==> src/rtl/prg_pkg.sv <==
package prg_pkg;

   localparam int PG_W = 14;

   typedef enum logic [1:0] {
      ACC_READ      = 2'b00,
      ACC_PROGRAM   = 2'b01,
      ACC_ERASE_4K  = 2'b10,
      ACC_ERASE_64K = 2'b11
   } acc_kind_e;

   typedef struct packed {
      logic            wr_guard;
      logic [PG_W-1:0] last_pg;
      logic            rd_guard;
      logic [PG_W-1:0] first_pg;
   } win_t;

   function automatic logic [31:0] win_to_word(win_t w);
      return {w.wr_guard, 1'b0, w.last_pg, w.rd_guard, 1'b0, w.first_pg};
   endfunction

endpackage

==> src/rtl/prg_span.sv <==
module prg_span
   import prg_pkg::*;
#(
   parameter int ADDR_W = 26,
   parameter int CNT_W  = 6
) (
   input  logic [1:0]        kind,
   input  logic [ADDR_W-1:0] addr,
   input  logic [CNT_W-1:0]  cnt,
   output logic [PG_W:0]     span_lo,
   output logic [PG_W:0]     span_hi,
   output logic              modify
);

   localparam int APG_W = ADDR_W - 12;

   if (ADDR_W < 16 || ADDR_W > PG_W + 12) begin : g_bad_addr
      $error("prg_span: ADDR_W must lie in 16..26");
   end
   if (CNT_W < 1 || CNT_W > 12) begin : g_bad_cnt
      $error("prg_span: CNT_W must lie in 1..12");
   end

   logic [12:0]    off_sum;
   logic [PG_W:0]  addr_pg;
   logic           unused_off;

   assign off_sum    = {1'b0, addr[11:0]} + 13'(cnt);
   assign unused_off = ^off_sum[11:0];
   assign addr_pg    = (PG_W+1)'(addr[ADDR_W-1:12]);
   assign modify     = (kind != ACC_READ);

   always_comb begin
      span_lo = addr_pg;
      span_hi = addr_pg;
      case (acc_kind_e'(kind))
         ACC_READ, ACC_PROGRAM: begin
            span_lo = addr_pg;
            span_hi = addr_pg + (PG_W+1)'(off_sum[12]);
         end
         ACC_ERASE_4K: begin
            span_lo = addr_pg;
            span_hi = addr_pg;
         end
         ACC_ERASE_64K: begin
            span_lo = {addr_pg[PG_W:4], 4'h0};
            span_hi = {addr_pg[PG_W:4], 4'hF};
         end
         default: ;
      endcase
   end

endmodule

==> src/rtl/prg_bank.sv <==
module prg_bank
   import prg_pkg::*;
#(
   parameter int N_WIN = 6,
   parameter int SEL_W = 3
) (
   input  logic                  clk,
   input  logic                  rst_n,
   input  logic                  wr_en,
   input  logic [SEL_W-1:0]      wr_sel,
   input  logic [31:0]           wr_data,
   input  logic                  freeze,
   input  logic [SEL_W-1:0]      rd_sel,
   output logic [31:0]           rd_data,
   output win_t [N_WIN-1:0]      wins
);

   localparam logic [31:0] KEEP_MASK = 32'hBFFF_BFFF;

   if (N_WIN < 1 || (1 << SEL_W) < N_WIN) begin : g_bad_sel
      $error("prg_bank: SEL_W too narrow for N_WIN");
   end

   win_t [N_WIN-1:0] store;
   win_t             wr_word;
   logic             unused_gap;

   assign wr_word = '{wr_guard: wr_data[31], last_pg: wr_data[29:16],
                      rd_guard: wr_data[15], first_pg: wr_data[13:0]};
   assign unused_gap = wr_data[30] ^ wr_data[14];

   always_ff @(posedge clk or negedge rst_n) begin
      if (!rst_n) begin
         store <= '0;
      end else begin
         for (int i = 0; i < N_WIN; i++) begin
            if (wr_en && !freeze && wr_sel == SEL_W'(i))
               store[i] <= wr_word;
         end
      end
   end

   always_comb begin
      rd_data = '0;
      for (int i = 0; i < N_WIN; i++) begin
         if (rd_sel == SEL_W'(i))
            rd_data = win_to_word(store[i]);
      end
   end

   assign wins = store;

   AST_FROZEN_HOLD: assert property (@(posedge clk) disable iff (!rst_n)
      (wr_en && freeze) |=> $stable(store));
   AST_BAD_SEL_HOLD: assert property (@(posedge clk) disable iff (!rst_n)
      (wr_en && int'(wr_sel) >= N_WIN) |=> $stable(store));
   AST_WORD_STORED: assert property (@(posedge clk) disable iff (!rst_n)
      (wr_en && !freeze && int'(wr_sel) < N_WIN) |=>
      (win_to_word(store[$past(wr_sel)]) == ($past(wr_data) & KEEP_MASK)));

endmodule

==> src/rtl/prg_slot.sv <==
module prg_slot
   import prg_pkg::*;
(
   input  win_t          win,
   input  logic [PG_W:0] span_lo,
   input  logic [PG_W:0] span_hi,
   input  logic          modify,
   output logic          hit
);

   logic guarded;
   logic well_formed;
   logic overlap;

   assign guarded     = modify ? win.wr_guard : win.rd_guard;
   assign well_formed = (win.first_pg <= win.last_pg);
   assign overlap     = (span_lo <= {1'b0, win.last_pg}) &&
                        (span_hi >= {1'b0, win.first_pg});
   assign hit         = guarded && well_formed && overlap;

endmodule

==> src/rtl/prot_range_guard.sv <==
module prot_range_guard
   import prg_pkg::*;
#(
   parameter int N_WIN   = 6,
   parameter int ADDR_W  = 26,
   parameter int CNT_W   = 6,
   parameter bit REG_OUT = 1'b1,
   localparam int SEL_W  = (N_WIN > 1) ? $clog2(N_WIN) : 1
) (
   input  logic              clk,
   input  logic              rst_n,
   input  logic              reg_wr_en,
   input  logic [SEL_W-1:0]  reg_wr_sel,
   input  logic [31:0]       reg_wr_data,
   input  logic [SEL_W-1:0]  reg_rd_sel,
   output logic [31:0]       reg_rd_data,
   input  logic              freeze,
   input  logic              acc_valid,
   input  logic [1:0]        acc_kind,
   input  logic [ADDR_W-1:0] acc_addr,
   input  logic [CNT_W-1:0]  acc_cnt,
   output logic              res_valid,
   output logic              res_deny
);

   if (N_WIN < 1 || N_WIN > 16) begin : g_bad_count
      $error("prot_range_guard: N_WIN must lie in 1..16");
   end

   win_t [N_WIN-1:0] wins;
   logic [PG_W:0]    span_lo;
   logic [PG_W:0]    span_hi;
   logic             modify;
   logic [N_WIN-1:0] hit_vec;
   logic             deny_now;

   prg_bank #(.N_WIN(N_WIN), .SEL_W(SEL_W)) u_bank (
      .clk     (clk),
      .rst_n   (rst_n),
      .wr_en   (reg_wr_en),
      .wr_sel  (reg_wr_sel),
      .wr_data (reg_wr_data),
      .freeze  (freeze),
      .rd_sel  (reg_rd_sel),
      .rd_data (reg_rd_data),
      .wins    (wins)
   );

   prg_span #(.ADDR_W(ADDR_W), .CNT_W(CNT_W)) u_span (
      .kind    (acc_kind),
      .addr    (acc_addr),
      .cnt     (acc_cnt),
      .span_lo (span_lo),
      .span_hi (span_hi),
      .modify  (modify)
   );

   for (genvar g = 0; g < N_WIN; g++) begin : g_slot
      prg_slot u_slot (
         .win     (wins[g]),
         .span_lo (span_lo),
         .span_hi (span_hi),
         .modify  (modify),
         .hit     (hit_vec[g])
      );
   end

   assign deny_now = acc_valid && (|hit_vec);

   if (REG_OUT) begin : g_reg_out
      always_ff @(posedge clk or negedge rst_n) begin
         if (!rst_n) begin
            res_valid <= 1'b0;
            res_deny  <= 1'b0;
         end else begin
            res_valid <= acc_valid;
            res_deny  <= deny_now;
         end
      end

      AST_RES_FOLLOWS: assert property (@(posedge clk) disable iff (!rst_n)
         acc_valid |=> res_valid);
      AST_RES_IDLE: assert property (@(posedge clk) disable iff (!rst_n)
         !acc_valid |=> !res_valid);
      AST_DENY_QUALIFIED: assert property (@(posedge clk) disable iff (!rst_n)
         res_deny |-> res_valid);
   end else begin : g_comb_out
      assign res_valid = acc_valid;
      assign res_deny  = deny_now;
   end

   AST_SPAN_ORDER: assert property (@(posedge clk) disable iff (!rst_n)
      acc_valid |-> (span_hi >= span_lo));
   AST_EMPTY_BANK_SILENT: assert property (@(posedge clk) disable iff (!rst_n)
      (wins == '0) |-> !deny_now);

endmodule

==> config.mk <==
export PLATFORM = sky130hd
export DESIGN_NAME = prot_range_guard
export DESIGN_NICKNAME = d
export VERILOG_FILES = /design/src/rtl/prg_pkg.sv /design/src/rtl/prg_span.sv /design/src/rtl/prg_bank.sv /design/src/rtl/prg_slot.sv /design/src/rtl/prot_range_guard.sv
export SDC_FILE = /design/constraint.sdc
export NUM_CORES = 1
export LEC_CHECK = 0
export BUFFER_PORTS_ARGS = -buffer_cell sky130_fd_sc_hd__buf_2
export CORE_MARGIN = 4
export CORE_UTILIZATION = 30
export DETAILED_ROUTE_END_ITERATION = 8
export GPL_ROUTABILITY_DRIVEN = 0
export GPL_TIMING_DRIVEN = 1
export PLACE_DENSITY = 0.53
export SLEW_MARGIN = 20
export SYNTH_ARGS = -nofsm -noshare
export SYNTH_HDL_FRONTEND = slang
export SYNTH_SLANG_ARGS = --single-unit
==> constraint.sdc <==
create_clock -name clk -period 5.45 [get_ports clk]
set_input_delay 0.8175 -clock clk [delete_from_list [all_inputs] [get_ports clk]]
set_output_delay 0.8175 -clock clk [all_outputs]
set_load 0.03 [all_outputs]
Word-level counts from Yosys, hierarchy flattened
Index checks and enable logic that the tools add are counted.
W data, S select, Z words.
{ "totals": {"out_inout_bits": 34, "regBits": 182, "input_bits": 77} }
{ "classes": {"n_eq_ne": 13, "n_addsub": 2, "muxes": 14, "reduce_logical": 34, "n_lt_le_gt_ge": 18} }
{ "op_table": {"columns": ["operator", "n"], "rows": [
  ["$mux W32", 6],
  ["$ge A15 B14 Y1", 6],
  ["$le A15 B14 Y1", 6],
  ["$le A14 B14 Y1", 6],
  ["$pmux W15 S3", 1],
  ["$pmux W15 S2", 1],
  ["$logic_and A1 B1 Y1", 26],
  ["$add A14 B1 Y15", 1],
  ["$add A12 B6 Y13", 1],
  ["$eq A3 B2 Y1 const B", 4],
  ["$eq A3 B3 Y1 const B", 4],
  ["$eq A3 B1 Y1 const B", 2],
  ["$logic_not A3 Y1", 2],
  ["$mux W1", 6],
  ["$reduce_or A6 Y1", 1],
  ["$eq A2 B2 Y1 const B", 2],
  ["$reduce_or A3 Y1", 1],
  ["$eq A2 B1 Y1 const B", 1],
  ["$logic_not A2 Y1", 1],
  ["$reduce_bool A2 Y1", 1],
  ["$reduce_or A2 Y1", 1],
  ["$logic_not A1 Y1", 1]
]} }

Logic depth before layout (Yosys ltp)
Gate-level depths: netlist of run 1.
{ "logic_depth": {"depth_word": 8, "ltp_mapped": 22, "ltp_nobuf": 22} }

Cells and area by module
From an unflattened synthesis of run 1, not the netlist that was laid out.
{ "unflattened": {"hier_cells": 1479, "area_unflattened_um2": 14870.5} }
{ "by_module_without_submodules": {"columns": ["mod", "cells_each", "area_each_um2", "seq_area_each_um2", "n_inst"], "rows": [
  ["prg_bank", 576, 8076.5, 4504.3, 1],
  ["prg_slot at g_slot[0].u_slot ...", 137, 1018.5, 0.0, 5],
  ["prg_slot at g_slot[1].u_slot", 138, 1016.0, 0.0, 1],
  ["prg_span", 76, 619.3, 0.0, 1],
  ["prot_range_guard", 4, 66.3, 50.0, 1]
]} }

Worst setup path before layout of run 1
OpenSTA, ideal clock, no wires.
{ "synth_timing": {"path_type": "input -> register", "start": "input acc_addr[1]", "end": "register res_deny", "setup_time_ns": 0.145, "slack_ns": 1.030, "cell_stages": 22, "path_buffers": 0, "arrival_ns": 4.275, "cell_sequence": "ha_1 -> a31o_2 -> a21oi_1 -> nor2b_1 -> o21ai_0 -> nand2b_1 -> a21oi_1 -> nor3_1 -> ha_1 -> ha_1 -> inv_1 -> nor3_1 -> nand4_1 -> xnor2_1 -> ha_1 -> nand2_1 -> nor4_1 -> a211oi_1 -> a21bo_2 -> a31oi_1 -> o311ai_0 -> a41oi_1"} }
{ "synth_via": {"elab_chain_cells": 8, "word_cells_on_any_way": 23, "classes_between": "add/sub: 2; order compare: 6; mux: 1; reduce/logical: 14"} }
{ "synth_lines": {"columns": ["element", "line_no", "rtl"], "rows": [
  ["from (decl)", "prot_range_guard.sv:20", "input logic [ADDR_W-1:0] acc_addr,"],
  ["$add A12 B6 Y13 *", "prg_span.sv:28", "assign off_sum = {1'b0, addr[11:0]} + 13'(cnt);"],
  ["$add A14 B1 Y15 *", "prg_span.sv:39", "span_hi = addr_pg + (PG_W+1)'(off_sum[12]);"],
  ["$pmux W15 S3 *", "prg_span.sv:36", "case (acc_kind_e'(kind))"],
  ["$ge A15 B14 Y1", "prg_slot.sv:18", "(span_hi >= {1'b0, win.first_pg});"],
  ["$logic_and A1 B1 Y1", "prg_slot.sv:17", "assign overlap = (span_lo <= {1'b0, win.last_pg}) &&"],
  ["$logic_and A1 B1 Y1", "prg_slot.sv:19", "assign hit = guarded && well_formed && overlap;"],
  ["$reduce_or A6 Y1 *", "prot_range_guard.sv:68", "assign deny_now = acc_valid && (|hit_vec);"],
  ["$logic_and A1 B1 Y1 *", "prot_range_guard.sv:68", null],
  ["net deny_now", "prot_range_guard.sv:35", "logic deny_now;"],
  ["to (signal assigned)", "prot_range_guard.sv:77", "res_deny <= deny_now;"],
  ["to (decl)", "prot_range_guard.sv:23", "output logic res_deny"]
]} }
The timed path passes the listed nets; every way through them passes the cells marked *.
A chain may end at the register's enable or synchronous reset.

Final worst setup path of run 1
Ends and elaborated chain as after synthesis.

==> results of run 1 <==
[metal layers]
metal	up-vias	wire, um
li1	5572	-
met1	5761	23100
met2	362	24300
met3	59	2830
met4	2	1180
met5	-	20
[worst max-delay path: cells and delay by family]
family	cells	cell delay, ns
xor gates and xnor gates	1	0.62
buffers and inverters	3	0.35
adders and majority gates	4	1.07
and+or+nand+nor	7	1.09
AOI/OAI and AO/OA	9	1.34
[report_power, final]
part / leakage (nW) / internal (mW) / switching, mW
Sequential: 2.21 / 1.67 / 0.373
Combinational: 5.40 / 1.03 / 1.43
Clock: 0.281 / 0.678 / 0.586
Total: 7.89 / 3.37 / 2.39
[sequential cells by signal (all words and copies together), names as in the netlist]
signal       flops
res_valid        1
res_deny         1
u_bank.wins    180
[stage by stage]
stage / hold WS, ns / total power, mW / instance area (sq um) / util / cells
after floorplan: 0.490 / 3.56 / 14400 / - / 1491
after global placement: 0.506 / 4.39 / 15700 / 0.330 / 2183
after detailed placement: 0.511 / 4.48 / 15700 / 0.330 / 2183
after CTS: 0.464 / 5.77 / 16300 / 0.342 / 2214
after global routing: 0.466 / 6.17 / 16300 / 0.342 / 2214
final: 0.415 / 5.76 / 16300 / 0.342 / 2215
[cell type report]
class                      count  area, sq um  area share
antenna                        1         2.50    0.000154
clock buffer                  21          480      0.0295
clock inverter                10         98.8     0.00606
inverter                     203          762      0.0467
multi-input combinational   1060         8950       0.549
sequential                   182         4550       0.279
tap                          615          769      0.0472
timing repair buffer         123          682      0.0418
[layout by cell type (no fill, tap or decap), drive strengths merged, types with 7 or more instances in the layout]
| cell type | instances |
|---|---|
| clkbuf | 22 |
| o21ai | 113 |
| o21a | 8 |
| o31ai | 7 |
| nor2 | 36 |
| o22ai | 31 |
| nand2b | 15 |
| a21oi | 79 |
| clkinv | 7 |
| mux2 | 100 |
| mux2i | 33 |
| buf | 122 |
| a21o | 38 |
| nand2 | 127 |
| xnor2 | 8 |
| o211ai | 7 |
| dfrtp | 182 |
| ha | 260 |
| nand3 | 33 |
| mux4 | 30 |
| inv | 203 |
| nor3 | 7 |
| nand4 | 40 |
| a211oi | 15 |
[path summary, 6_finish.rpt]
| check | end | slack (ns) | cells past startpoint |
|---|---|---|---|
| hold / removal | u_bank.wins[0] | 0.42 | 1 |
| max in group asynchronous | u_bank.wins[2] | 3.74 | 2 |
| hold reg to reg | u_bank.wins[119] | 0.53 | 1 |
| setup / recovery | res_deny | 0.48 | 24 |
| setup reg to reg | res_deny | 2.81 | 9 |
| min in group clk | res_valid | 0.48 | 1 |
[cells by family after synthesis]
group           share of synthesized area
compound gates                      0.141
xor+xnor                          0.00728
mux                                 0.148
flops                               0.315
simple gates                       0.0959
buf+inv                            0.0671
fa+ha+maj                           0.225
other cells                      0.000260
==> results.toml, run 1 <==
[detailed_routing]
drt_iter0_markers = 874
vias = 11800
drc = 0
viasPerCell = 5.31
wl_per_cell_um = 23.3
drt_pass1_iterations = 5
antenna_left = 0
drt_wl_total_mm = 51.5

[clock_network]
clockBufferDepth = 2
clk_pin_slew_ns = 0.08
cts-root-buf = "clkbuf_16"
hold_buffers = 0
cts.sinks = 182
cts_resized = 0
postCtsSetupBuffers = 0
clk_latency_ns = 0.45
cts_tree = "done"
htree_levels = 4
cts_buffers = 17

[power]
cellPowerDensity_nw_per_um2 = 354
irDropWorstVdd_v = 0.000191
leakagePower_nw = 7.89

[timing]
setup_tns_ns = 0
finalSetupViolCount = 0
min_period_ns = 4.97
slew_headroom = 0.297
fin_ws_ns = 0.476
drv_slew = 0
max_freq_mhz = 201
worstMarginPinSlew_ns = 1.05
skew_ns = 0.0104
rsz0062_at_grt = "false"
period_share = 0.913
hold_violations = 0

[grt]
use_met1 = 0.269
antenna_found_initial = 2
top_usage_layer = "met2"
use_met2 = 0.329
grt_pass1_wl_mm = 75.9
grt_use_met3 = 0.0362
grt_pass1_vias = 11600
overflow = 0
grt_start_max_net_pins = 95
groute.usage.overall = 0.199

[synthesis]
ys_seq_area_frac = 0.315
netlist_area_sq_um = 14400
postSynthAreaPerCell_sq_um = 9.69
yosys.area.top_type = "dfrtp_1"
synth_cells = 1490
synthDistinctLibCells = 62
ys_ff_latch = 182
async_flop_share = 1.00
ys_top_cells_by_area = "dfrtp_1 (32%), ha_1 (23%), mux2_2 (7.8%)"
synth-main-ff-cell = "dfrtp_1"
synth.yosys.warnings = 0
synth_edf_count = 0
yosysMostFrequentCell = "ha_1"
yosysTopAreaCellShare = 0.315
synth_common_cells = "ha_1 (260), inv_1 (203), dfrtp_1 (182), nand2_1 (127), o21ai_0 (113)"

[worst_setup_path]
path_class = "input pin to flip-flop"
required_ns = 5.77
arrival_ns = 5.29
cp-start-kind = "input pin"
slowest_delay_ns = 0.62
r2r-start = "u_bank.wins[34]"
end_kind = "flip-flop"
crit_chain = "buf_2, ha_1, a31o_2, a21oi_1, nor2b_1, o21ai_0, nand2b_1, a21oi_1, nor3_1, buf_4, ha_1, ha_1, inv_1, nor3_1, nand2_1, xnor2_1, ha_1, nand4_1, nor4_1, a211oi_1, a21bo_2, a31oi_1, o311ai_0, a41oi_1"
crit_fanout = 6
critPathLaunch = "acc_addr[1]"
crit_slowest_cell = "xnor2_1"
crit_top_cell = "ha_1"

[floorplan]
die_x_um = 227
start_util = 0.303
design.core.area_sq_um = 47600
die_y_um = 227
fp.dieArea_sq_um = 51700
pin_count = 111
rows = 80

[placed_design]
dp_slack_ns = 0.118
io_buffer_count = 106
dp_hpwl_mm = 39.9

[finish]
n_fill_cell = 4887
nets = 1924
synthToLayoutAreaGrowth_pct = 12.9
drive_above_1_share = 0.189

[status]
status = "finished clean"

[flow_run]
maxCapViolCount = 0

[worst_hold_path]
holdCritPathClass = "input pin to async pin"
Power figures use the tool's default switching activity.
==> inputs of run 2 (changes only) <==
==> constraint.sdc (replaced) <==
create_clock -name clk -period 5.2 [get_ports clk]
set_input_delay 0.78 -clock clk [delete_from_list [all_inputs] [get_ports clk]]
set_output_delay 0.78 -clock clk [all_outputs]
set_load 0.03 [all_outputs]
==> run 2 against run 1 <==
- via count increased by 0.14%
- count of clock-buffer cells in the layout increased by 1
- sequential share of layout area about the same
- combinational power increased by 4%
- clock power increased by 5%
- utilization about the same
- routed wire length decreased by 0.96%
==> results.toml, run 2 (same netlist as run 1, synthesis figures left out) <==
[floorplan]
design.core.area_sq_um = 47600
start_util = 0.303
pin_count = 111
die_y_um = 227
rows = 80
fp.dieArea_sq_um = 51700
die_x_um = 227

[worst_setup_path]
crit_slowest_cell = "xnor2_1"
path_class = "input pin to flip-flop"
crit_end = "res_deny"
crit_top_cell = "ha_1"
r2r_end = "res_deny"
arrival_ns = 5.22
crit_fanout = 6
worstRegToRegCells = 8
r2r-start = "u_bank.wins[64]"
required_ns = 5.53
end_kind = "flip-flop"
rrSetupSlack_ns = 2.58
critPathLaunch = "acc_addr[1]"
slowest_delay_ns = 0.61
crit_chain = "buf_2, ha_1, a31o_2, a21oi_1, nor2b_1, o21ai_0, nand2b_1, a21oi_1, nor3_1, buf_4, ha_1, ha_1, inv_1, nor3_1, nand4_1, xnor2_1, ha_1, a21o_1, a211oi_1, nand2_1, o21a_1, a22oi_1, a41oi_1"
cp-start-kind = "input pin"

[power]
pwr-share-comb = 0.426
leakagePower_nw = 7.90
cellPowerDensity_nw_per_um2 = 369
p_seq_frac = 0.355
p_int_mw = 3.54
p_clk_frac = 0.220
switching_share = 0.413
p_sw_mw = 2.49
irDropWorstVdd_v = 0.000226

[worst_hold_path]
holdCritPathClass = "input pin to flip-flop"

[clock_network]
clk_pin_slew_ns = 0.07
hold_buffers = 0
cts_tree = "done"
cts-root-buf = "clkbuf_16"
clockBufferDepth = 2
cts_resized = 0
clk_latency_ns = 0.46
cts.sinks = 182
postCtsSetupBuffers = 0
htree_levels = 4
cts_buffers = 17

[flow_run]
maxCapViolCount = 0

[timing]
finalSetupViolCount = 0
min_period_ns = 4.90
fin_ws_ns = 0.301
skew_ns = 0.0119
max_freq_mhz = 204
worstMarginPinSlew_ns = 1.11
drv_slew = 0
period_share = 0.942
setup_tns_ns = 0
hold_violations = 0
slew_headroom = 0.256
rsz0062_at_grt = "false"

[finish]
drive_above_1_share = 0.191
final_common_cell = "ha_1"
stdcell_count = 2221
final_cell_mix = "ha_1 (260), inv_1 (203), dfrtp_1 (182)"
n_fill_cell = 4884
multi_input_area_sq_um = 8950
synthToLayoutAreaGrowth_pct = 13.0
nets = 1928
final-seq-area_sq_um = 4550
largest_reg_flops = 180

[detailed_routing]
drt_iter0_markers = 878
antenna_left = 0
drc = 0
viasPerCell = 5.30
wl_per_cell_um = 23.0
drt_pass1_iterations = 6
drt_wl_total_mm = 51.0
vias = 11800

[status]
status = "finished clean"

[grt]
grt_pass1_wl_mm = 76.1
grt_start_max_net_pins = 112
overflow = 0
antenna_found_initial = 3
groute.usage.overall = 0.199
grt_pass1_vias = 11600

[placed_design]
dp_hpwl_mm = 39.8
io_buffer_count = 106
dp_cells = 2187
dp_slack_ns = -0.0240
-- run 2: metal layers --
layer	global-route usage	vias up	wire length (um)
met5	0	-	13
met4	0.0474	2	1140
met3	0.0373	68	3340
met2	0.330	409	23900
met1	0.270	5726	22600
li1	-	5567	-
-- run 2: worst min path at each step --
stage,startpoint,to,slack (ns),cells after the start
after floorplan,rst_n,res_deny,0.48,0
after global placement,u_bank.wins[119],u_bank.wins[119],0.50,1
after detailed placement,u_bank.wins[119],u_bank.wins[119],0.52,1
after CTS,acc_valid,res_valid,0.41,1
after global routing,acc_valid,res_valid,0.42,1
final,acc_valid,res_valid,0.43,1
-- run 2: layout make-up --
| type | count | area share |
|---|---|---|
| Clock buffer | 22 | 0.0297 |
| Clock inverter | 10 | 0.00583 |
| Tap cell | 615 | 0.0472 |
| Multi-Input combinational cell | 1060 | 0.548 |
| Sequential cell | 182 | 0.279 |
| Inverter | 203 | 0.0467 |
| Timing Repair Buffer | 127 | 0.0429 |
| Antenna cell | 2 | 0.000307 |
-- run 2: critical path: cells and delay by family --
family | cells | cell delay (ns)
AOI/OAI and AO/OA | 9 | 1.50
and+or+nand+nor | 6 | 1.02
adders and majority gates | 4 | 0.96
xor gates and xnor gates | 1 | 0.61
buffers and inverters | 3 | 0.34
-- run 2: power by group through the flow --
stage / Clock [mW] / Combinational (mW) / Sequential (mW)
2_1_floorplan: 0 / 1.76 / 1.97
3_3_place_gp: 0 / 2.45 / 2.15
3_5_place_dp: 0 / 2.53 / 2.17
4_1_cts: 1.35 / 2.55 / 2.14
5_1_grt: 1.41 / 2.90 / 2.17
6_report: 1.32 / 2.57 / 2.14
-- run 2: per-stage QoR --
stage	cell area (sq um)	power [mW]	util	hold WS, ns
after CTS	16300	6.04	0.342	0.415
final	16300	6.03	0.342	0.431
after global routing	16300	6.48	0.342	0.417
after detailed placement	15700	4.69	0.330	0.517
after global placement	15700	4.60	0.330	0.504
after floorplan	14400	3.73	-	0.484
==> inputs of run 3 (changes only) <==
--- a/config.mk
+++ b/config.mk
@@ -15,4 +15,5 @@
 export SLEW_MARGIN = 20
 export SYNTH_ARGS = -nofsm -noshare
 export SYNTH_HDL_FRONTEND = slang
+export SYNTH_HIERARCHICAL = 1
 export SYNTH_SLANG_ARGS = --single-unit
==> run 3 against run 2 <==
- register-to-register slack worse by 0.09 ns
- cell area up 2.5%
- die area increased by 2.9%
- fmax is 2.2% higher
- sequential cell count is the same
- synthesized cell count down 0.74%
- clock skew shrank 0.0049 ns
- area after synthesis rose by 3.0%
- utilization shrank 0.072 points
- non-clock buffer count increased by 4
==> results.toml, run 3 <==
[clock_network]
clk_latency_ns = 0.47
cts_buffers = 17
cts.sinks = 182
clk_pin_slew_ns = 0.07
cts_tree = "done"
hold_buffers = 0
cts-root-buf = "clkbuf_16"
htree_levels = 4
postCtsSetupBuffers = 0
clockBufferDepth = 2
cts_resized = 0

[timing]
hold-worst-slack_ns = 0.304
skew_ns = 0.00705
slew_headroom = 0.234
setup_tns_ns = 0
max_freq_mhz = 209
finalSetupViolCount = 0
min_period_ns = 4.79
worstMarginPinSlew_ns = 1.15
period_share = 0.921
rsz0062_at_grt = "false"
hold_violations = 0
drv_slew = 0

[synthesis]
async_flop_share = 1.00
synth_common_cells = "ha_1 (259), inv_1 (186), dfrtp_1 (182), mux2_2 (178), a21oi_1 (98)"
synth-main-ff-cell = "dfrtp_1"
postSynthAreaPerCell_sq_um = 10.1
netlist_area_sq_um = 14900
ys_top_cells_by_area = "dfrtp_1 (31%), ha_1 (22%), mux2_2 (13%)"
ys_seq_area_frac = 0.306
yosysTopAreaCellShare = 0.306
synthDistinctLibCells = 50
synth_cells = 1479
synth_edf_count = 0
yosys.area.top_type = "dfrtp_1"
ys_ff_latch = 182
synth.yosys.warnings = 6
yosysMostFrequentCell = "ha_1"

[worst_setup_path]
path_class = "input pin to flip-flop"
arrival_ns = 5.15
critPathLaunch = "acc_addr[5]"
crit_chain = "buf_2, ha_1, nand3_1, a21o_1, a211oi_1, ha_1, ha_1, nand4b_4, xnor2_1, ha_1, a21oi_1, o21ai_0, a21oi_1, nor2_1, o2111ai_1, a211oi_2, or4_1, o31a_1"
crit_top_cell = "ha_1"
required_ns = 5.56
cp-start-kind = "input pin"
end_kind = "flip-flop"
crit_slowest_cell = "xnor2_1"
r2r-start = "u_bank/wins[43]"
slowest_delay_ns = 0.65
crit_fanout = 6

[detailed_routing]
viasPerCell = 5.51
drc = 0
vias = 12400
wl_per_cell_um = 24.3
drt_iter0_markers = 889
drt_pass1_iterations = 5
drt_wl_total_mm = 54.4
antenna_left = 0

[finish]
final_common_cell = "ha_1"
drive_above_1_share = 0.230
multi_input_area_sq_um = 9300
final_cell_mix = "ha_1 (259), inv_1 (184), dfrtp_1 (182)"
n_fill_cell = 4940
largest_reg_flops = 180
stdcell_count = 2243
synthToLayoutAreaGrowth_pct = 12.5
diodes = 0
final-seq-area_sq_um = 4550
design_area_sq_um = 16700
nets = 1903

[flow_run]
maxCapViolCount = 0

[grt]
antenna_found_initial = 2
groute.usage.overall = 0.203
grt_pass1_vias = 12400
grt_start_max_net_pins = 72
overflow = 0
grt_pass1_wl_mm = 80.3

[power]
p_clk_frac = 0.230
switching_share = 0.411
pwr-share-comb = 0.405
p_sw_mw = 2.49
irDropWorstVdd_v = 0.000276
leakagePower_nw = 7.98
p_int_mw = 3.57
p_seq_frac = 0.366
cellPowerDensity_nw_per_um2 = 362

[status]
status = "finished clean"

[placed_design]
dp_hpwl_mm = 41.5
io_buffer_count = 106
placed_area_sq_um = 16100
dp_cells = 2212

[floorplan]
rows = 81
pin_count = 111
die_x_um = 231
start_util = 0.304
fp.dieArea_sq_um = 53200
die_y_um = 231
design.core.area_sq_um = 49000

[worst_hold_path]
holdCritPathClass = "input pin to async pin"
[run 3: cell types whose count changed after synthesis, sizes merged, moves of 12 or more]
cell / delta
mux2: +110
a21o: -12
mux4: -30
mux2i: -21
o21ai: -53
nand2: -85
a21oi: +19
a221oi: +35
inv: -17
buf: +20
nor2: +15
o32ai: +30
[run 3: through the flow]
stage / worst slack (ns) / util / power [mW]
2_1_floorplan: 0.729 / - / 3.69
3_3_place_gp: -0.0141 / 0.329 / 4.53
3_5_place_dp: -0.0881 / 0.329 / 4.64
4_1_cts: 0.417 / 0.342 / 6.05
5_1_grt: 0.130 / 0.342 / 6.46
6_report: 0.408 / 0.342 / 6.06
[run 3: kinds of logic (layout without fill, tap and decap cells)]
| group | count (synthesis) | in the layout | synth area share |
|---|---|---|---|
| compound gates | 328 | 328 | 0.146 |
| other cells | 2 | 3 | 0.000505 |
| buf+inv | 249 | 348 | 0.0696 |
| xor+xnor | 12 | 12 | 0.00707 |
| simple gates | 225 | 225 | 0.0856 |
| fa+ha+maj | 259 | 259 | 0.218 |
| mux | 222 | 222 | 0.167 |
| flops | 182 | 182 | 0.306 |
[run 3: final cells by class]
cell class / count / area share
Inverter: 186 / 0.0417
Clock inverter: 13 / 0.0102
Sequential cell: 182 / 0.272
Multi-Input combinational cell: 1049 / 0.556
Tap cell: 664 / 0.0497
Timing Repair Buffer: 131 / 0.0442
Clock buffer: 18 / 0.0263
[run 3: routing by layer]
layer | share of wire | track usage
met1 | 0.47 | 0.284
met5 | 0.00050 | 0
met4 | 0.026 | 0.0609
met2 | 0.44 | 0.310
met3 | 0.072 | 0.0492
[run 3: worst paths after layout]
path	to	cells after the start	slack [ns]
min in group clk	res_valid	1	0.46
setup reg to reg	res_deny	8	2.49
hold / removal	u_bank/wins[50]	1	0.30
setup / recovery	res_deny	18	0.41
max in group asynchronous	u_bank/wins[72]	2	3.68
hold reg to reg	u_bank/wins[119]	1	0.52
[run 3: power groups by stage]
stage | Sequential [mW] | Clock (mW) | Combinational [mW]
5_1_grt | 2.24 | 1.47 | 2.75
3_3_place_gp | 2.21 | 0 | 2.32
6_report | 2.22 | 1.39 | 2.45
2_1_floorplan | 1.99 | 0 | 1.71
4_1_cts | 2.20 | 1.42 | 2.43
3_5_place_dp | 2.23 | 0 | 2.41
[run 3: worst max-delay path: cells and delay by family]
kind                     cells  cell delay (ns)
buffers and inverters        1             0.10
AO/OA/AOI/OAI                8             1.55
AND/OR/NAND/NOR              4             0.94
adder cells (fa/ha/maj)      4             1.14
XOR/XNOR                     1             0.65
